===== config.mk =====
export PLATFORM = sky130hd
export DESIGN_NAME = brev_stream_buf
export DESIGN_NICKNAME = d
export VERILOG_FILES = /design/src/rtl/brev_pkg.sv /design/src/rtl/brev_addr_gen.sv /design/src/rtl/brev_store.sv /design/src/rtl/brev_stream_buf.sv
export SDC_FILE = /design/constraint.sdc
export NUM_CORES = 1
export LEC_CHECK = 0
export BUFFER_PORTS_ARGS = -buffer_cell sky130_fd_sc_hd__buf_2
export CORE_ASPECT_RATIO = 0.75
export CORE_MARGIN = 2
export CORE_UTILIZATION = 55
export DETAILED_ROUTE_END_ITERATION = 8
export PLACE_DENSITY = 0.72
export RECOVER_POWER = 25
export SYNTH_ARGS = -nofsm -noshare
export SYNTH_HDL_FRONTEND = slang
export SYNTH_SLANG_ARGS = --single-unit

===== constraint.sdc =====
create_clock -name clk -period 3.2 [get_ports clk]
set_input_delay 0.16 -clock clk [delete_from_list [all_inputs] [get_ports clk]]
set_output_delay 0.16 -clock clk [all_outputs]
set_load 0.005 [all_outputs]

===== src/rtl/brev_pkg.sv =====
package brev_pkg;

    typedef enum logic {
        ORD_NATURAL  = 1'b0,
        ORD_REVERSED = 1'b1
    } addr_order_e;

    typedef struct packed {
        logic        accept;
        logic        emit;
        addr_order_e order;
    } slot_ctrl_t;

endpackage


===== src/rtl/brev_addr_gen.sv =====
module brev_addr_gen
    import brev_pkg::*;
#(
    parameter int M = 4
) (
    input  logic         clk,
    input  logic         rst,
    input  logic         in_valid,
    input  logic         in_start,
    output logic [M-1:0] addr,
    output slot_ctrl_t   ctrl
);
    logic [M:0]   cnt_q;
    logic         primed_q;
    logic [M:0]   base;
    logic [M-1:0] lin;
    logic [M-1:0] rev;

    // A start word is treated as if the counter were already zero.
    assign base = in_start ? '0 : cnt_q;
    assign lin  = base[M-1:0];

    for (genvar i = 0; i < M; i++) begin : g_rev
        assign rev[i] = lin[M-1-i];
    end

    always_comb begin
        ctrl.accept = in_valid;
        ctrl.emit   = in_valid && !in_start && primed_q;
        ctrl.order  = base[M] ? ORD_REVERSED : ORD_NATURAL;
        addr        = (ctrl.order == ORD_REVERSED) ? rev : lin;
    end

    always_ff @(posedge clk) begin
        if (rst) begin
            cnt_q    <= '0;
            primed_q <= 1'b0;
        end else if (in_valid) begin
            cnt_q    <= base + (M+1)'(1);
            primed_q <= (primed_q && !in_start) || (&lin);
        end
    end

endmodule


===== src/rtl/brev_store.sv =====
module brev_store #(
    parameter int W = 16,
    parameter int M = 4
) (
    input  logic         clk,
    input  logic         we,
    input  logic [M-1:0] addr,
    input  logic [W-1:0] wdata,
    output logic [W-1:0] rdata
);
    localparam int DEPTH = 1 << M;

    logic [W-1:0] mem [DEPTH];

    // The old word is read and the new word is written at the same address.
    always_ff @(posedge clk) begin
        if (we) begin
            rdata     <= mem[addr];
            mem[addr] <= wdata;
        end
    end

endmodule


===== src/rtl/brev_stream_buf.sv =====
module brev_stream_buf
    import brev_pkg::*;
#(
    parameter int DATA_W = 16,
    parameter int M      = 4
) (
    input  logic              clk,
    input  logic              rst,
    input  logic              in_valid,
    input  logic              in_start,
    input  logic [DATA_W-1:0] in_data,
    output logic              out_valid,
    output logic [DATA_W-1:0] out_data
);
    logic [M-1:0] slot_addr;
    slot_ctrl_t   ctrl;

    brev_addr_gen #(.M(M)) addr_i (
        .clk      (clk),
        .rst      (rst),
        .in_valid (in_valid),
        .in_start (in_start),
        .addr     (slot_addr),
        .ctrl     (ctrl)
    );

    brev_store #(.W(DATA_W), .M(M)) store_i (
        .clk   (clk),
        .we    (ctrl.accept),
        .addr  (slot_addr),
        .wdata (in_data),
        .rdata (out_data)
    );

    always_ff @(posedge clk) begin
        if (rst) out_valid <= 1'b0;
        else     out_valid <= ctrl.emit;
    end

endmodule


==> results of run 1 <==
-- final cells by class --
cell class,count,area (um2)
Clock inverter,12,81.3
Sequential cell,279,8310
Multi-Input combinational cell,285,2300
Inverter,5,18.8
Fill cell,1334,7040
Antenna cell,3,7.51
Timing Repair Buffer,74,489
Clock buffer,35,706
Tap cell,253,317
-- cells in the mapped netlist, types with 2 or more instances --
cell      count
or4_1        16
nand2b_1      7
o22ai_1      64
nor3b_1       2
mux2i_1     132
a21oi_1       5
o21bai_1      2
buf_4         3
a31oi_1       2
clkbuf_1     10
nor4_1        3
nand2_1       6
buf_2        15
dfxtp_1       7
nor3_1        6
inv_1         5
nor2_1       19
nand3_1       2
edfxtp_1    272
o32ai_1       4
o21ai_0       2
buf_6         4
buf_1         2
and3_1        2
-- metrics by stage --
step	power [mW]	instance area (um2)
after floorplan	4.30	10800
after global placement	4.41	11400
after detailed placement	4.42	11400
after CTS	7.25	12200
after global routing	7.43	12200
final	7.22	12200
-- tightest hold or removal path: stages --
cell and delay (ps):
buf_2 130, o21ai_0 70, a21oi_1 70, nor2_1 80
-- kinds of logic (layout without fill, tap and decap cells) --
kind of cell           count (synthesis)  count (layout)  synth area share (%)
other                                  0               3                     0
muxes                                132             132                  12.3
and+or+nand+nor                       71              71                  3.76
DFF                                  279             279                  77.2
buffers and inverters                 39             126                  1.92
AOI/OAI and AO/OA                     82              82                  4.86
-- routing by layer --
metal	track usage (%)	wire, um	vias up
li1	-	-	2572
met1	35.4	10200	3012
met2	36.5	11300	268
met3	5.08	2140	39
met4	5.88	478	4
met5	0	25	-
-- where the power goes --
group          switching, mW  total (mW)  internal, mW
Combinational          0.173       0.279         0.105
Clock                   1.24        2.87          1.62
Sequential            0.0165        4.07          4.05
-- how the worst max path moves through the flow --
stage                                from                  to  cells past startpoint
after detailed placement  addr_i.cnt_q[4]    store_i.rdata[3]                      6
after CTS                 addr_i.cnt_q[4]    store_i.rdata[3]                      6
after floorplan           addr_i.cnt_q[3]  store_i.mem[13][0]                      7
after global routing      addr_i.cnt_q[4]    store_i.rdata[7]                      6
final                     addr_i.cnt_q[4]    store_i.rdata[3]                      6
after global placement    addr_i.cnt_q[4]  store_i.mem[10][6]                      6
-- flip-flops by register name, indices dropped and copies added (netlist names) --
signal / flops
store_i.mem: 256
store_i.rdata: 16
addr_i.cnt_q: 5
addr_i.primed_q: 1
out_valid: 1
==> flow_summary.ini, run 1 <==
[run_status]
status = finished clean

[min_path]
whs_path_depth = 4
min_to = addr_i.cnt_q[1]
min_path_type = input pin to register
hp-start = in_valid

[critical_path]
required_ps = 3470
critical_path_class = register to register
crit_path_frequent_cell = mux2i_1
cp-end-kind = register
crit_family = simple AND/OR/NAND/NOR gates
worstPathCellList = mux2i_1 -> or2_4 -> buf_4 -> mux2i_1 -> o22ai_1 -> or4_1
cp_max_fo = 32
r2r-start = addr_i.cnt_q[4]
reg2reg_to = store_i.rdata[3]
cpMaxStageDelayCell = buf_4
arrival_ps = 3070
rr_worst_depth = 6
startpoint_type = register
max_stage_delay_ps = 540
critPathBufInv = 1
r2r_slack_ps = 400

[synth]
async_flop_share_pct = 0
post_synth_num_cell_types = 35
ys.flop_type = edfxtp_1
ys_ff_latch = 279
yosys_warnings = 0
ys_top_cells_by_area = edfxtp_1 76%, mux2i_1 12%, o22ai_1 3.7%
syn_area_um2 = 10800
avgSynthCellArea_um2 = 17.8
yosysSeqAreaShare_pct = 77.2
synth_top_cell_area_share_pct = 75.9
syn-num-nets = 623
synth_edf_count = 272
synth_area_leader_cell = edfxtp_1
syn_inst = 603

[clock_tree]
cts.reportedPaths.clkPinSlew_ps = 60
clock_sinks = 279
post_cts_buffers = 0
cts_hold_buffers = 5
h-tree-depth = 1
clk-insertion-delay-late_ps = 530
cts_tree = yes
root_buffer = clkbuf_16
numCtsBuffers = 26
cts_resized = 0
clock_path_buffers = 3

[timing]
slew_headroom_pct = 17.0
grt_setup_unrepaired = false
fin_setup_tns_ps = 0
finalCriticalPeriod_ps = 2800
hold_violations = 0
finalMaxSlewViolations = 0
finalCritPeriodShare_pct = 87.5
holdWs_ps = 25.5
clock-skew-final_ps = 14.6
setup_ws_ps = 401
setup_viol = 0
timing.fmax_ghz = 0.357
worstMarginPinSlew_ps = 1240

[die]
dieArea_um2 = 20700
core_area_um2 = 19300
start_util_pct = 55.9
fp.dieW_um = 166
num_rows = 44
num_io_pins = 37
die-height_um = 125

[finish]
synthToLayoutAreaGrowth_pct = 13.6
finalNetCount = 691
layout_commonest_cell = edfxtp_1
drive_above_1_share_pct = 15.7
fin_util_pct = 63.5
stdcell_count = 946
layout_common_cells = 272 x edfxtp_1, 132 x mux2i_1, 64 x o22ai_1, 31 x buf_4, 27 x clkbuf_16

[global_routing]
grt_overflow_total = 0
antenna_found_initial = 5
grt_max_degree = 33
grt_usage_pct = 23.8
grt_pass1_wl_um = 35500
grt_pass1_vias = 5774

[drt]
ant_nets = 0
viasPerCell = 6.23
drc = 0
wl_per_cell_um = 25.5
via_count = 5895
drtIter0Drc = 807
dr.pass1.iters = 7
wl_um = 24200

[placed_design]
hpwl_um = 14200
place_congestion = 0.754
pre_cts_slack_ps = 411
dp.cells = 891
port_buffers = 36

[job]
max_cap_viol_count = 0

[power_and_ir_drop]
power_density_nw_per_um2 = 590
ir_worst_vdd_v = 0.000384
power_leakage_nw = 4.62
No activity file was read; power rests on OpenSTA's default activity.
==> run 2, diff against run 1 <==
Settings changed: MAX_ROUTING_LAYER set to met4, SLEW_MARGIN set to 20.
==> run 2 against run 1 <==
Combinational power barely moved. Final cell count unchanged. Sequential cell count unchanged. Cell area decreased by 0.14%. Power shrank 0.83%. Clock power fell by 2%. Hold slack lost 8.4 ps. Clock-buffer cell count unchanged. Via count fell by 0.32%. Largest cell class unchanged.
==> flow_summary.ini, run 2 (synthesis results as in run 1) <==
[placed_design]
place_congestion = 0.764
port_buffers = 36
hpwl_um = 14200

[critical_path]
reg2reg_to = store_i.rdata[3]
r2r-start = addr_i.cnt_q[4]
r2r_slack_ps = 390
cp_max_fo = 32
startpoint_type = register
cp-end-kind = register
critical_path_class = register to register
arrival_ps = 3080
required_ps = 3470
rr_worst_depth = 6

[power_and_ir_drop]
ir_worst_vdd_v = 0.000426
power_density_nw_per_um2 = 586
power_leakage_nw = 4.61

[clock_tree]
h-tree-depth = 1
root_buffer = clkbuf_16
clk-insertion-delay-late_ps = 530
clock_path_buffers = 3
clock_sinks = 279
cts_resized = 0
cts_tree = yes
numCtsBuffers = 26
cts_hold_buffers = 4
post_cts_buffers = 0
cts.reportedPaths.clkPinSlew_ps = 60

[drt]
ant_nets = 0
wl_per_cell_um = 25.5
drtIter0Drc = 747
viasPerCell = 6.21
dr.pass1.iters = 5
drc = 0
wl_um = 24100
via_count = 5876

[timing]
grt_setup_unrepaired = false
finalCritPeriodShare_pct = 87.7
fin_setup_tns_ps = 0
worstMarginPinSlew_ps = 728
timing.fmax_ghz = 0.356
finalCriticalPeriod_ps = 2810
hold_violations = 0
setup_viol = 0
slew_headroom_pct = 51.3
finalMaxSlewViolations = 0
clock-skew-final_ps = 6.51

[die]
die-height_um = 125
start_util_pct = 55.9
core_area_um2 = 19300
dieArea_um2 = 20700
num_rows = 44
fp.dieW_um = 166
num_io_pins = 37

[finish]
synthToLayoutAreaGrowth_pct = 13.4
drive_above_1_share_pct = 15.7
fin_util_pct = 63.4
largest_reg_flops = 256
top_register = store_i.mem
layout_common_cells = 272 x edfxtp_1, 132 x mux2i_1, 64 x o22ai_1, 31 x buf_4, 27 x clkbuf_16
top_regs = store_i.mem: 256 flops, store_i.rdata: 16 flops, addr_i.cnt_q: 5 flops
finalNetCount = 690
layout_commonest_cell = edfxtp_1

[min_path]
min_to = store_i.mem[4][8]
hp-start = in_data[8]
min_path_type = input pin to register
whs_path_depth = 1

[global_routing]
grt_pass1_wl_um = 35300
antenna_found_initial = 4
grt_overflow_total = 0
grt_max_degree = 33
grt_pass1_vias = 5601
grt_usage_pct = 24.4

[job]
max_cap_viol_count = 0

[run_status]
status = finished clean
==> run 2: cell types whose count changed in the layout (fill, tap and decap cells not counted) <==
cell / previous run / this run
nor2_2: 9 / 6
nor2_4: 0 / 3
bufinv_16: 1 / 0
clkinv_2: 4 / 5
diode_2: 3 / 4
dlygate4sd3_1: 5 / 4
==> run 2: metrics by stage <==
| stage | hold WS [ps] | setup WS [ps] | cell area, um2 | cells | total power [mW] |
|---|---|---|---|---|---|
| floorplan | 232 | 300 | 10800 | 603 | 4.30 |
| global placement | 414 | 496 | 11400 | 891 | 4.41 |
| detailed placement | 432 | 420 | 11400 | 891 | 4.42 |
| CTS | 0.948 | 410 | 12200 | 942 | 7.16 |
| global route | 34.4 | 236 | 12200 | 946 | 7.35 |
| finish | 17.1 | 393 | 12200 | 946 | 7.16 |
==> run 2: how the worst max path moves through the flow <==
stage	from	to	slack, ps	depth (start not counted)
5_1_grt	addr_i.cnt_q[4]	store_i.rdata[7]	240	6
6_report	addr_i.cnt_q[4]	store_i.rdata[3]	390	6
2_1_floorplan	addr_i.cnt_q[3]	store_i.mem[13][0]	300	7
3_3_place_gp	addr_i.cnt_q[4]	store_i.mem[10][6]	500	6
4_1_cts	addr_i.cnt_q[4]	store_i.rdata[3]	410	6
3_5_place_dp	addr_i.cnt_q[4]	store_i.rdata[3]	420	6
==> run 2: critical path, stage by stage, from the launching register on <==
cell and delay, ps:
dfxtp_1 430, mux2i_1 260, or2_4 400, buf_4 540
mux2i_1 280, o22ai_1 120, or4_1 500
==> run 2: cell type report <==
cell class              instances  area, um2
clock buffers                  35        706
inverters                       5       18.8
repair buffers                 73        479
flip-flops and latches        279       8310
multi-input cells             285       2310
diodes                          4       10.0
clock inverters                12       56.3
fillers                      1321       7060
well taps                     253        317
==> run 2: metal layers <==
| layer | GRT usage, % | part of all wire, % |
|---|---|---|
| met2 | 35.8 | 46 |
| met3 | 4.41 | 8.3 |
| met1 | 36.4 | 43 |
| met5 | - | 0 |
| met4 | 5.53 | 1.9 |
==> run 2: power by group <==
group,internal [mW],switching [mW]
combinational,0.105,0.173
clock,1.54,1.27
sequential,4.05,0.0175
